$ cat src/rtl/codec_port_pkg.sv
package codec_port_pkg;
  localparam int CMD_W = 8;

  // Field order matches command byte bits 6..0.
  typedef struct packed {
    logic dac_sel;
    logic adc_sel;
    logic in_half;
    logic cont;
    logic ref_en;
    logic adc_en;
    logic dac_en;
  } cmd_t;

  typedef enum logic [1:0] {RX_HUNT, RX_CMD, RX_DATA} rx_st_t;
  typedef enum logic [1:0] {TX_IDLE, TX_WAIT, TX_SHIFT} tx_st_t;
endpackage

$ cat src/rtl/sync_chain.sv
module sync_chain #(
  parameter int WIDTH = 3,
  parameter int STAGES = 2,
  parameter logic [WIDTH-1:0] RST_VAL = '0
) (
  input  logic             clk,
  input  logic             rst,
  input  logic [WIDTH-1:0] d,
  output logic [WIDTH-1:0] q
);
  logic [STAGES-1:0][WIDTH-1:0] stg;

  always_ff @(posedge clk) begin
    if (rst) begin
      for (int i = 0; i < STAGES; i++) stg[i] <= RST_VAL;
    end else begin
      stg[0] <= d;
      for (int i = 1; i < STAGES; i++) stg[i] <= stg[i-1];
    end
  end

  assign q = stg[STAGES-1];
endmodule

$ cat src/rtl/cmd_rx.sv
module cmd_rx
  import codec_port_pkg::*;
#(
  parameter int DW = 8
) (
  input  logic          clk,
  input  logic          rst,
  input  logic          clk_rise,
  input  logic          clk_fall,
  input  logic          cs_rise,
  input  logic          din,
  output cmd_t          cfg,
  output logic [DW-1:0] dac_code,
  output logic          dac_load,
  output logic          adc_kick
);
  localparam int SRW = (DW > CMD_W) ? DW : CMD_W;
  localparam int CW  = $clog2(SRW);
  localparam logic [CW-1:0] CMD_LAST  = CW'(CMD_W - 1);
  localparam logic [CW-1:0] DATA_LAST = CW'(DW - 1);

  rx_st_t          state;
  logic [SRW-2:0]  sr;
  logic [CW-1:0]   cnt;
  logic [DW-1:0]   hold;
  logic            held_pend;
  logic            kick_pend;
  logic [SRW-1:0]  nxt;
  cmd_t            new_cfg;

  always_comb begin
    nxt     = {sr, din};
    new_cfg = cmd_t'(nxt[CMD_W-2:0]);
  end

  always_ff @(posedge clk) begin
    if (rst) begin
      state     <= RX_HUNT;
      sr        <= '0;
      cnt       <= '0;
      hold      <= '0;
      held_pend <= 1'b0;
      kick_pend <= 1'b0;
      cfg       <= '0;
      dac_code  <= '0;
      dac_load  <= 1'b0;
      adc_kick  <= 1'b0;
    end else begin
      dac_load <= 1'b0;
      adc_kick <= 1'b0;
      if (cs_rise) begin
        if (state == RX_CMD) cfg <= '0;
        state     <= RX_HUNT;
        cnt       <= '0;
        kick_pend <= 1'b0;
      end else begin
        if (clk_fall && kick_pend) begin
          kick_pend <= 1'b0;
          adc_kick  <= 1'b1;
        end
        if (clk_rise) begin
          unique case (state)
            RX_HUNT: begin
              if (din) begin
                sr    <= nxt[SRW-2:0];
                cnt   <= CW'(1);
                state <= RX_CMD;
              end
            end
            RX_CMD: begin
              sr <= nxt[SRW-2:0];
              if (cnt == CMD_LAST) begin
                cfg <= new_cfg;
                cnt <= '0;
                if (new_cfg.dac_en && held_pend) begin
                  dac_code  <= hold;
                  dac_load  <= 1'b1;
                  held_pend <= 1'b0;
                end
                if (new_cfg.adc_sel && new_cfg.adc_en) kick_pend <= 1'b1;
                state <= new_cfg.dac_sel ? RX_DATA : RX_HUNT;
              end else begin
                cnt <= cnt + 1'b1;
              end
            end
            RX_DATA: begin
              sr <= nxt[SRW-2:0];
              if (cnt == DATA_LAST) begin
                hold <= nxt[DW-1:0];
                cnt  <= '0;
                if (cfg.dac_en) begin
                  dac_code  <= nxt[DW-1:0];
                  dac_load  <= 1'b1;
                  held_pend <= 1'b0;
                end else begin
                  held_pend <= 1'b1;
                end
                state <= cfg.cont ? RX_DATA : RX_HUNT;
              end else begin
                cnt <= cnt + 1'b1;
              end
            end
            default: state <= RX_HUNT;
          endcase
        end
      end
    end
  end


  abort_cmd_clear_chk: assert property (@(posedge clk) disable iff (rst)
    (state == RX_CMD && cs_rise) |=> (cfg == '0));


  abort_data_keep_chk: assert property (@(posedge clk) disable iff (rst)
    (state == RX_DATA && cs_rise) |=> (state == RX_HUNT && $stable(dac_code) && !dac_load));


  load_single_pulse_chk: assert property (@(posedge clk) disable iff (rst)
    dac_load |=> !dac_load);
endmodule

$ cat src/rtl/result_tx.sv
module result_tx
  import codec_port_pkg::*;
#(
  parameter int DW = 8
) (
  input  logic          clk,
  input  logic          rst,
  input  logic          sel,
  input  logic          clk_fall,
  input  logic          kick,
  input  logic          relaunch_ok,
  input  logic          adc_done,
  input  logic [DW-1:0] adc_data,
  output logic          sdo,
  output logic          sdo_oe,
  output logic          conv_start
);
  localparam int CW = (DW > 1) ? $clog2(DW) : 1;
  localparam logic [CW-1:0] LAST = CW'(DW - 1);

  tx_st_t        state;
  logic [DW-1:0] shreg;
  logic [CW-1:0] cnt;

  always_ff @(posedge clk) begin
    if (rst) begin
      state      <= TX_IDLE;
      shreg      <= '0;
      cnt        <= '0;
      conv_start <= 1'b0;
      sdo_oe     <= 1'b0;
    end else begin
      conv_start <= 1'b0;
      sdo_oe     <= sel;
      if (kick) begin
        state      <= TX_WAIT;
        conv_start <= 1'b1;
        shreg      <= '0;
        cnt        <= '0;
      end else begin
        unique case (state)
          TX_WAIT: begin
            if (adc_done) begin
              shreg <= adc_data;
              cnt   <= '0;
              state <= TX_SHIFT;
            end
          end
          TX_SHIFT: begin
            if (clk_fall) begin
              if (cnt == LAST) begin
                shreg <= '0;
                cnt   <= '0;
                if (relaunch_ok) begin
                  conv_start <= 1'b1;
                  state      <= TX_WAIT;
                end else begin
                  state <= TX_IDLE;
                end
              end else begin
                shreg <= {shreg[DW-2:0], 1'b0};
                cnt   <= cnt + 1'b1;
              end
            end
          end
          default: state <= TX_IDLE;
        endcase
      end
    end
  end

  assign sdo = shreg[DW-1];


  hiz_when_idle_chk: assert property (@(posedge clk) disable iff (rst)
    !sel |=> !sdo_oe);


  pause_hold_chk: assert property (@(posedge clk) disable iff (rst)
    (state == TX_SHIFT && !sel && !kick) |=> ($stable(shreg) && $stable(cnt)));


  start_single_pulse_chk: assert property (@(posedge clk) disable iff (rst)
    conv_start |=> !conv_start);
endmodule

$ cat src/rtl/serial_codec_port.sv
module serial_codec_port
  import codec_port_pkg::*;
#(
  parameter int DW = 8,
  parameter int SYNC_STAGES = 2
) (
  input  logic          clk,
  input  logic          rst,
  input  logic          chip_sel_n,
  input  logic          ser_clk,
  input  logic          ser_in,
  output logic          ser_out,
  output logic          ser_out_oe,
  input  logic [DW-1:0] adc_data,
  input  logic          adc_done,
  output logic          conv_start,
  output logic [DW-1:0] dac_code,
  output logic          dac_load,
  output logic          sel_dac,
  output logic          sel_adc,
  output logic          in_half,
  output logic          cont_mode,
  output logic          ref_en,
  output logic          adc_en,
  output logic          dac_en
);
  logic [2:0] sq;
  logic       cs_prev, clk_prev;
  logic       sel, cs_rise, clk_rise, clk_fall;
  logic       adc_kick;
  cmd_t       cfg;

  sync_chain #(.WIDTH(3), .STAGES(SYNC_STAGES), .RST_VAL(3'b100)) u_sync (
    .clk (clk),
    .rst (rst),
    .d   ({chip_sel_n, ser_clk, ser_in}),
    .q   (sq)
  );

  always_ff @(posedge clk) begin
    if (rst) begin
      cs_prev  <= 1'b1;
      clk_prev <= 1'b0;
    end else begin
      cs_prev  <= sq[2];
      clk_prev <= sq[1];
    end
  end

  assign sel      = ~sq[2];
  assign cs_rise  = sq[2] & ~cs_prev;
  assign clk_rise = sel & sq[1] & ~clk_prev;
  assign clk_fall = sel & ~sq[1] & clk_prev;

  cmd_rx #(.DW(DW)) u_rx (
    .clk      (clk),
    .rst      (rst),
    .clk_rise (clk_rise),
    .clk_fall (clk_fall),
    .cs_rise  (cs_rise),
    .din      (sq[0]),
    .cfg      (cfg),
    .dac_code (dac_code),
    .dac_load (dac_load),
    .adc_kick (adc_kick)
  );

  result_tx #(.DW(DW)) u_tx (
    .clk         (clk),
    .rst         (rst),
    .sel         (sel),
    .clk_fall    (clk_fall),
    .kick        (adc_kick),
    .relaunch_ok (cfg.cont && cfg.adc_sel && cfg.adc_en),
    .adc_done    (adc_done),
    .adc_data    (adc_data),
    .sdo         (ser_out),
    .sdo_oe      (ser_out_oe),
    .conv_start  (conv_start)
  );

  assign sel_dac   = cfg.dac_sel;
  assign sel_adc   = cfg.adc_sel;
  assign in_half   = cfg.in_half;
  assign cont_mode = cfg.cont;
  assign ref_en    = cfg.ref_en;
  assign adc_en    = cfg.adc_en;
  assign dac_en    = cfg.dac_en;
endmodule

$ cat config.mk
export PLATFORM = sky130hd
export DESIGN_NAME = serial_codec_port
export DESIGN_NICKNAME = d
export VERILOG_FILES = /design/src/rtl/codec_port_pkg.sv /design/src/rtl/sync_chain.sv /design/src/rtl/cmd_rx.sv /design/src/rtl/result_tx.sv /design/src/rtl/serial_codec_port.sv
export SDC_FILE = /design/constraint.sdc
export NUM_CORES = 1
export LEC_CHECK = 0
export BUFFER_PORTS_ARGS = -buffer_cell sky130_fd_sc_hd__buf_2
export CAP_MARGIN = 10
export CORE_AREA = 2 2 72 74
export DETAILED_ROUTE_END_ITERATION = 12
export DIE_AREA = 0 0 74 76
export GPL_TIMING_DRIVEN = 1
export PLACE_DENSITY = 0.77
export SYNTH_ARGS = -nofsm -noshare
export SYNTH_HDL_FRONTEND = slang
export SYNTH_SLANG_ARGS = --single-unit
$ cat constraint.sdc
create_clock -name clk -period 3.3 [get_ports clk]
set_clock_uncertainty 0.15 [all_clocks]
set_input_delay 0.495 -clock clk [delete_from_list [all_inputs] [get_ports clk]]
set_output_delay 0.495 -clock clk [all_outputs]
set_load 0.01 [all_outputs]
==> flow_summary.toml, run 1 <==
[synthesis]
synthesis.instances = 275
synth.avg_cell_area_um2 = 9.60
synth-seq-area-share_pct = 47.0
syn_area_mm2 = 0.00264
post_synthesis_register_bit_count = 62
synth_nets = 299
synth_unique_cells = 36
ys.warnings.count = 0

[place]
io_buffers = 32
globalplace.congestion = 0.755
place.detailed.hpwl_um = 3320

[detailed_routing]
route.detailed.wl_per_inst_um = 13.4
detailedRoute.firstPassIterationCount = 4
drt-total-wl_um = 5090
drt_iter0_markers = 69
ant_nets = 0
routed_via_density = 5.37
drt_drc_violations_left = 0
dr_vias = 2034

[cts]
clk-insertion-delay-late_ns = 0.34
number_of_hold_buffers_added_after_cts = 0
post-cts-setup-buffers = 0
cts-buffers-inserted = 9
clockBufferDepth = 2
cts_repair_resize_count = 0
cts_htree_levels = 3
clkTransAtPathRegs_ns = 0.06
clock-sinks = 62
clock_tree.root_cell = "sky130_fd_sc_hd__clkbuf_8"
tritoncts = "done"

[layout]
commonest_non_fill_non_tap_cell_in_the_layout = "sky130_fd_sc_hd__dfxtp_1"
drive_gt1_share_pct = 18.4
fill_cells = 408
antenna_cells = 0
nNetsFinal = 330
layout_common_cells = "sky130_fd_sc_hd__dfxtp_1 (62), sky130_fd_sc_hd__nor2_1 (35), sky130_fd_sc_hd__buf_2 (32)"
area_delta_synth_final_pct = 13.7

[critical_path]
critical_path_s_top_delay_family = "compound AO/OA/AOI/OAI gates"
critPathCaptureType = "register"
critPathLaunchType = "register"
worstPathCellList = "ha_1 -> nor2_1 -> a211oi_4 -> nor2_1 -> a311oi_1"
r2r_worst_path_depth = 5
critical_path.max_fanout = 22
worstReg2RegEnd = "u_tx.shreg[3]"
rrSetupSlack_ns = 0.85
cp_launch_point = "u_tx.state[1]"
worst-endpoint-required_ns = 3.39
crit_buf_inv = 0
reg2reg_from = "u_tx.state[1]"
critPathKind = "register to register"
crit_path_max_incr_delay_ns = 0.70
critPathMostFrequentCell = "sky130_fd_sc_hd__nor2_1"
slowest_stage_cell_cp = "sky130_fd_sc_hd__a211oi_4"
critical_path_arrival_ns = 2.54

[timing]
fin_setup_tns_ns = 0
fin_crit_ns = 2.45
setup-violations-final = 0
finalHoldWorstSlack_ns = 0.190
achievable-frequency_ghz = 0.409
finalMaxSlewViolations = 0
finalHoldViolCount = 0
worst_slew_pin_slew_ns = 0.855
timing.slew.headroom_pct = 43.0
post-route-period-util_pct = 74.1
rsz0062_at_grt = "no"

[min_path]
hold_path.startpoint = "chip_sel_n"
min_path_type = "primary input to register"
worst_hold_path.num_cells = 2
worstHoldEndpoint = "u_sync.stg[2]"

[floorplanning]
initial_utilization_pct = 53.7
die-area_mm2 = 0.00562
core-area_mm2 = 0.00491
boundaryPins = 33
rows = 26
die_height_um = 76
die-width_um = 74

[grt]
antenna_found_initial = 0
grt_max_degree = 38
first_global_vias = 1877
grt_use_total_pct = 19.5
first_pass_grt_wire_length_um = 8450
grt.overflow.total = 0

[power]
power_mw = 1.38
powerDensity_mw_per_mm2 = 460
ir_drop_mv = 0.312
cellLeakagePower_nw = 1.08

[status]
status = "finished, final reports clean"

[job]
cap_violations = 0
worst max path at each step:
stage               depth (start not counted)                to  slack [ns]
finish                                      5     u_tx.shreg[3]        0.85
global route                                5     u_tx.shreg[1]        0.56
CTS                                         5     u_tx.shreg[3]        0.84
detailed placement                          5     u_tx.shreg[3]        0.85
floorplan                                   7  u_rx.dac_code[5]        1.36
global placement                            6     u_tx.shreg[4]        0.94
registers in the layout (all words and copies together) (netlist names), 2 cells and up:
register and count:
u_sync.stg 3, u_rx.hold 8, u_tx.state 2, u_rx.state 2, u_tx.shreg 8, u_rx.cnt 3
u_sync.q 3, u_rx.cfg 7, u_rx.dac_code 8, u_tx.cnt 3, u_rx.sr 7
layer usage:
metal / track usage [%] / up-vias / part of all wire (%)
met4: 11.6 / 0 / 1.8
met1: 24.9 / 948 / 49
met3: 4.63 / 12 / 4.5
met5: 0 / - / 0
met2: 29.6 / 40 / 45
li1: - / 1034 / -
area by class of cell:
cell class | instances | area (um^2) | area share [%]
repair buffers | 35 | 183 | 6.09
clock buffers | 13 | 169 | 5.63
flip-flops and latches | 62 | 1240 | 41.4
well taps | 70 | 87.6 | 2.92
inverters | 8 | 30.0 | 1.00
multi-input cells | 190 | 1280 | 42.8
clock inverters | 1 | 5.00 | 0.167
power by group:
part | internal [mW] | total [mW] | switching, mW
registers | 0.753 | 0.757 | 0.00384
clock network | 0.325 | 0.593 | 0.269
logic | 0.0124 | 0.0308 | 0.0184
kinds of logic (layout without fill, tap and decap cells):
kind of cell             after synthesis  in the layout  synth area share (%)
AND/OR/NAND/NOR                      111            111                  22.8
flip-flops                            62             62                  47.0
AO/OA/AOI/OAI                         53             53                  15.1
buffers and inverters                 23             57                  4.27
multiplexers                          16             16                  6.07
adder cells (fa/ha/maj)               10             10                  4.74
metrics by stage:
step	std cells	worst slack [ns]	area [um^2]	utilization, %
floorplan	275	1.36	2640	-
global placement	365	0.943	2830	57.5
detailed placement	365	0.851	2830	57.5
CTS	379	0.843	3000	61.1
global route	379	0.555	3000	61.1
finish	379	0.855	3000	61.1
cells in the mapped netlist, drive strengths merged:
cell	instances	area share [%]
o21a	1	0.28
a21boi	1	0.28
nor3b	2	0.57
or4	2	0.57
nand3	13	2.5
a2111oi	1	1.0
nand2	15	2.1
nand2b	15	3.6
mux2i	16	6.1
o31ai	1	0.28
nand4	2	0.47
or2	4	0.95
a21oi	20	3.8
nor2	35	5.0
a22o	7	2.3
a311oi	8	2.9
buf	7	2.0
nand3b	8	2.3
nand4bb	2	1.5
nor4b	1	0.33
o21ai	3	0.57
clkbuf	8	1.1
inv	8	1.1
dfxtp	62	47
ha	10	4.7
nor3	3	0.57
nor4bb	1	0.38
a22oi	1	0.28
a211oi	10	3.3
nor2b	7	1.7
or3b	1	0.43
worst register-to-register path, stage by stage, from the launching register on:
cell	delay (ns)
sky130_fd_sc_hd__dfxtp_1	0.36
sky130_fd_sc_hd__ha_1	0.61
sky130_fd_sc_hd__nor2_1	0.16
sky130_fd_sc_hd__a211oi_4	0.70
sky130_fd_sc_hd__nor2_1	0.09
sky130_fd_sc_hd__a311oi_1	0.28
Power figures use the tool's default switching activity.
==> run 2, diff against run 1 <==
==> constraint.sdc (replaced) <==
create_clock -name clk -period 2.5 [get_ports clk]
set_clock_uncertainty 0.15 [all_clocks]
set_input_delay 0.375 -clock clk [delete_from_list [all_inputs] [get_ports clk]]
set_output_delay 0.375 -clock clk [all_outputs]
set_load 0.01 [all_outputs]
==> flow_summary.toml, run 2 (synthesis gave the netlist of run 1 again) <==
[layout]
final_cell_area_mm2 = 0.00309
final_core_util_pct = 62.8
antenna_cells = 0
multi_input_logic_area_mm2 = 0.00128
reg_top3 = "u_rx.dac_code: 8 flops, u_rx.hold: 8 flops, u_tx.shreg: 8 flops"
nNetsFinal = 335
commonest_non_fill_non_tap_cell_in_the_layout = "sky130_fd_sc_hd__dfxtp_1"
fill_cells = 412
area_delta_synth_final_pct = 17.0
register_area_mm2 = 0.00124
layout_common_cells = "sky130_fd_sc_hd__dfxtp_1 (62), sky130_fd_sc_hd__nor2_1 (35), sky130_fd_sc_hd__buf_2 (32)"
drive_gt1_share_pct = 20.3

[detailed_routing]
ant_nets = 0
routed_via_density = 5.26
drt-total-wl_um = 5120
drt_iter0_markers = 91
dr_vias = 2030
detailedRoute.firstPassIterationCount = 4
drt_drc_violations_left = 0
route.detailed.wl_per_inst_um = 13.3

[timing]
finalMaxSlewViolations = 0
setup-violations-final = 0
post-route-period-util_pct = 82.5
worst_slew_pin_slew_ns = 0.538
timing.slew.headroom_pct = 63.8
fin_setup_tns_ns = 0
achievable-frequency_ghz = 0.485
rsz0062_at_grt = "no"
fin_crit_ns = 2.06
finalHoldViolCount = 0

[critical_path]
critical_path_arrival_ns = 2.19
critical_path.max_fanout = 6
critPathLaunchType = "register"
worst-endpoint-required_ns = 2.63
critPathCaptureType = "register"
critPathKind = "register to register"

[cts]
clock-sinks = 62
clock_tree.root_cell = "sky130_fd_sc_hd__clkbuf_8"
cts_htree_levels = 3
clockBufferDepth = 2
cts_repair_resize_count = 0
cts-buffers-inserted = 9
number_of_hold_buffers_added_after_cts = 0
tritoncts = "done"
clk-insertion-delay-late_ns = 0.34
clkTransAtPathRegs_ns = 0.07
post-cts-setup-buffers = 0

[grt]
antenna_found_initial = 0
first_global_vias = 1972
grt_max_degree = 24
first_pass_grt_wire_length_um = 8850
grt_use_total_pct = 20.6
grt.overflow.total = 0

[floorplanning]
core-area_mm2 = 0.00491
die-width_um = 74
die_height_um = 76
die-area_mm2 = 0.00562
rows = 26
initial_utilization_pct = 53.7
boundaryPins = 33

[power]
power_mw = 2.02
cellLeakagePower_nw = 1.12
ir_drop_mv = 0.785
powerDensity_mw_per_mm2 = 654

[status]
status = "finished, final reports clean"

[place]
place.detailed.hpwl_um = 3530
placedInstanceArea_mm2 = 0.00286
globalplace.congestion = 0.856
io_buffers = 32

[job]
cap_violations = 0

[min_path]
min_path_type = "primary input to register"
## run 2: cell count changes in the layout (fill, tap and decap cells not counted)
cell / change
sky130_fd_sc_hd__bufinv_16: +2
sky130_fd_sc_hd__inv_6: +1
sky130_fd_sc_hd__clkbuf_8: -2
sky130_fd_sc_hd__clkinvlp_4: +1
sky130_fd_sc_hd__buf_4: +5
## run 2: layout make-up
cell class	instances	area share [%]
Multi-Input combinational cell	190	41.6
Clock inverter	5	2.63
Inverter	8	0.973
Sequential cell	62	40.2
Clock buffer	11	4.58
Tap cell	70	2.84
Timing Repair Buffer	40	7.13
## run 2: where the power goes
part	total (mW)	switching [mW]	internal, mW
combinational	0.0415	0.0242	0.0174
clock	0.978	0.388	0.590
sequential	0.999	0.00556	0.993
## run 2: critical path: stages (launching register included)
cell                      delay [ns]
sky130_fd_sc_hd__dfxtp_1        0.38
sky130_fd_sc_hd__inv_1          0.08
sky130_fd_sc_hd__ha_1           0.25
sky130_fd_sc_hd__nor2_1         0.24
sky130_fd_sc_hd__o21ai_0        0.24
sky130_fd_sc_hd__or4_1          0.55
sky130_fd_sc_hd__a21oi_1        0.13
## run 2: metrics by stage
step | hold slack, ns | cells | setup WS (ns)
2_1_floorplan | 0.239 | 275 | 0.562
3_3_place_gp | 0.245 | 370 | 0.462
3_5_place_dp | 0.258 | 370 | 0.448
4_1_cts | 0.0541 | 386 | 0.440
5_1_grt | 0.0541 | 386 | 0.292
6_report | 0.0614 | 386 | 0.438
## run 2: path summary, 6_finish.rpt
kind / slack (ns) / cells after the start / from / to
min reg2reg: 0.27 / 1 / u_sync.stg[2] / u_sync.q[2]
max: 0.44 / 6 / u_rx.state[1] / u_rx.held_pend
min: 0.06 / 2 / chip_sel_n / u_sync.stg[2]
max reg2reg: 0.44 / 6 / u_rx.state[1] / u_rx.held_pend
## run 2: metal layers
metal	up-vias	global-route usage, %	wire [um]
met1	937	24.9	2360
met2	39	31.9	2440
met5	-	0	0
met4	0	6.91	68
li1	1047	-	-
met3	7	9.92	254
==> run 3, diff against run 2 <==
==> constraint.sdc (replaced) <==
create_clock -name clk -period 2.1 [get_ports clk]
set_clock_uncertainty 0.15 [all_clocks]
set_input_delay 0.315 -clock clk [delete_from_list [all_inputs] [get_ports clk]]
set_output_delay 0.315 -clock clk [all_outputs]
set_load 0.01 [all_outputs]
==> flow_summary.toml, run 3 (synthesis gave the netlist of run 1 again) <==
[cts]
cts_htree_levels = 3
post-cts-setup-buffers = 0
clk-insertion-delay-late_ns = 0.34
clock_tree.root_cell = "sky130_fd_sc_hd__clkbuf_8"
cts-buffers-inserted = 9
clock-sinks = 62
clkTransAtPathRegs_ns = 0.06
clockBufferDepth = 2
tritoncts = "done"

[timing]
post-route-period-util_pct = 93.6
finalMaxSlewViolations = 0
worst_slew_pin_slew_ns = 0.416
rsz0062_at_grt = "no"
finalHoldViolCount = 0
finalHoldWorstSlack_ns = 0.0303
fin_crit_ns = 1.97
setup-violations-final = 0
achievable-frequency_ghz = 0.509
fin_setup_tns_ns = 0
timing.slew.headroom_pct = 72.3

[place]
io_buffers = 32
globalplace.congestion = 0.903
placedInstanceArea_mm2 = 0.00292
place.detailed.hpwl_um = 3610

[layout]
area_delta_synth_final_pct = 17.1
nNetsFinal = 342
commonest_non_fill_non_tap_cell_in_the_layout = "sky130_fd_sc_hd__dfxtp_1"
multi_input_logic_area_mm2 = 0.00129
reg_top3 = "u_rx.dac_code: 8 flops, u_rx.hold: 8 flops, u_tx.shreg: 8 flops"
antenna_cells = 0
final_cell_area_mm2 = 0.00309
fill_cells = 421
register_area_mm2 = 0.00124
drive_gt1_share_pct = 21.7
layout_common_cells = "sky130_fd_sc_hd__dfxtp_1 (62), sky130_fd_sc_hd__nor2_1 (35), sky130_fd_sc_hd__buf_2 (32)"

[job]
cap_violations = 0

[critical_path]
critPathKind = "register to register"
critPathLaunchType = "register"
r2r_worst_path_depth = 7
rrSetupSlack_ns = 0.13
slowest_stage_cell_cp = "sky130_fd_sc_hd__a2111oi_4"
worstReg2RegEnd = "u_rx.dac_code[4]"
critical_path_arrival_ns = 2.07
critPathCaptureType = "register"
worst-endpoint-required_ns = 2.20
reg2reg_from = "u_rx.state[1]"
worstPathCellList = "inv_1 -> ha_2 -> a21boi_1 -> a2111oi_4 -> buf_12 -> nor2_1 -> a211oi_1"
critical_path.max_fanout = 16
crit_path_max_incr_delay_ns = 0.42

[grt]
antenna_found_initial = 0
first_global_vias = 2012
grt_max_degree = 24
first_pass_grt_wire_length_um = 8920
grt.overflow.total = 0
grt_use_total_pct = 20.7

[min_path]
hold_path.startpoint = "ser_clk"
worstHoldEndpoint = "u_sync.stg[1]"
min_path_type = "primary input to register"
worst_hold_path.num_cells = 2

[detailed_routing]
drt_iter0_markers = 75
dr_vias = 2061
routed_via_density = 5.26
route.detailed.wl_per_inst_um = 13.3
drt-total-wl_um = 5200
ant_nets = 0
detailedRoute.firstPassIterationCount = 4
drt_drc_violations_left = 0

[power]
ir_drop_mv = 0.453
sequential_fraction_of_design_power_pct = 57.0
cellLeakagePower_nw = 1.13
internal_power_mw = 1.62
powerDensity_mw_per_mm2 = 676
pwr-share-clk_pct = 40.4
switching_share_pct = 22.4
comb_power_share_pct = 2.6
power_mw = 2.09
switching_power_mw = 0.467

[floorplanning]
die_height_um = 76
initial_utilization_pct = 53.7
die-area_mm2 = 0.00562
boundaryPins = 33
core-area_mm2 = 0.00491
die-width_um = 74
rows = 26

[status]
status = "finished, final reports clean"
-- run 3: power groups by stage --
stage	Sequential (mW)	Clock [mW]	Combinational, mW
floorplan	1.21	0	0.0308
global placement	1.21	0	0.0530
detailed placement	1.22	0	0.0533
CTS	1.19	0.875	0.0551
global route	1.19	0.929	0.0606
finish	1.19	0.843	0.0548
-- run 3: per-layer routing --
metal / GRT usage (%) / vias to the layer above / wire, um
met3: 5.56 / 12 / 208
met4: 11.6 / 0 / 124
met1: 25.5 / 944 / 2470
li1: - / 1059 / -
met2: 32.0 / 46 / 2390
met5: 0 / - / 0
-- run 3: critical path: cells and delay by family, from the launching register on --
family	cells	cell delay, ns
AOI/OAI and AO/OA	3	0.82
DFF	1	0.38
buffers and inverters	2	0.26
adders and majority gates	1	0.22
and+or+nand+nor	1	0.04
-- run 3: final cells by class --
class / count / share of cell area, %
well taps: 70 / 2.84
multi-input cells: 190 / 41.7
clock inverters: 5 / 0.891
repair buffers: 47 / 9.32
clock buffers: 10 / 4.13
inverters: 8 / 0.972
flip-flops and latches: 62 / 40.2
-- run 3: metrics by stage --
stage / instances / setup WS [ns] / utilization, %
global placement: 376 / 0.173 / 59.5
finish: 392 / 0.134 / 62.9
CTS: 392 / 0.0779 / 62.8
detailed placement: 376 / 0.0998 / 59.5
global route: 392 / 0.0105 / 62.9
floorplan: 275 / 0.162 / -
-- run 3: worst max path at each step --
stage / start / to / slack (ns) / cells past startpoint
after floorplan: u_rx.cnt[0] / u_rx.dac_code[5] / 0.16 / 7
after global placement: u_rx.cnt[0] / u_rx.dac_code[4] / 0.17 / 7
after detailed placement: u_rx.cnt[0] / u_rx.dac_code[4] / 0.1 / 7
after CTS: u_rx.cnt[0] / u_rx.dac_code[4] / 0.08 / 7
after global routing: u_rx.state[1] / u_rx.dac_code[4] / 0.01 / 7
final: u_rx.state[1] / u_rx.dac_code[4] / 0.13 / 7
-- run 3: repair_timing --
item                       in CTS  in global routing
gates resized for setup         0                  2
hold endpoints to repair        1                  0
setup endpoints to repair       0                  4
hold buffers                    1                  0
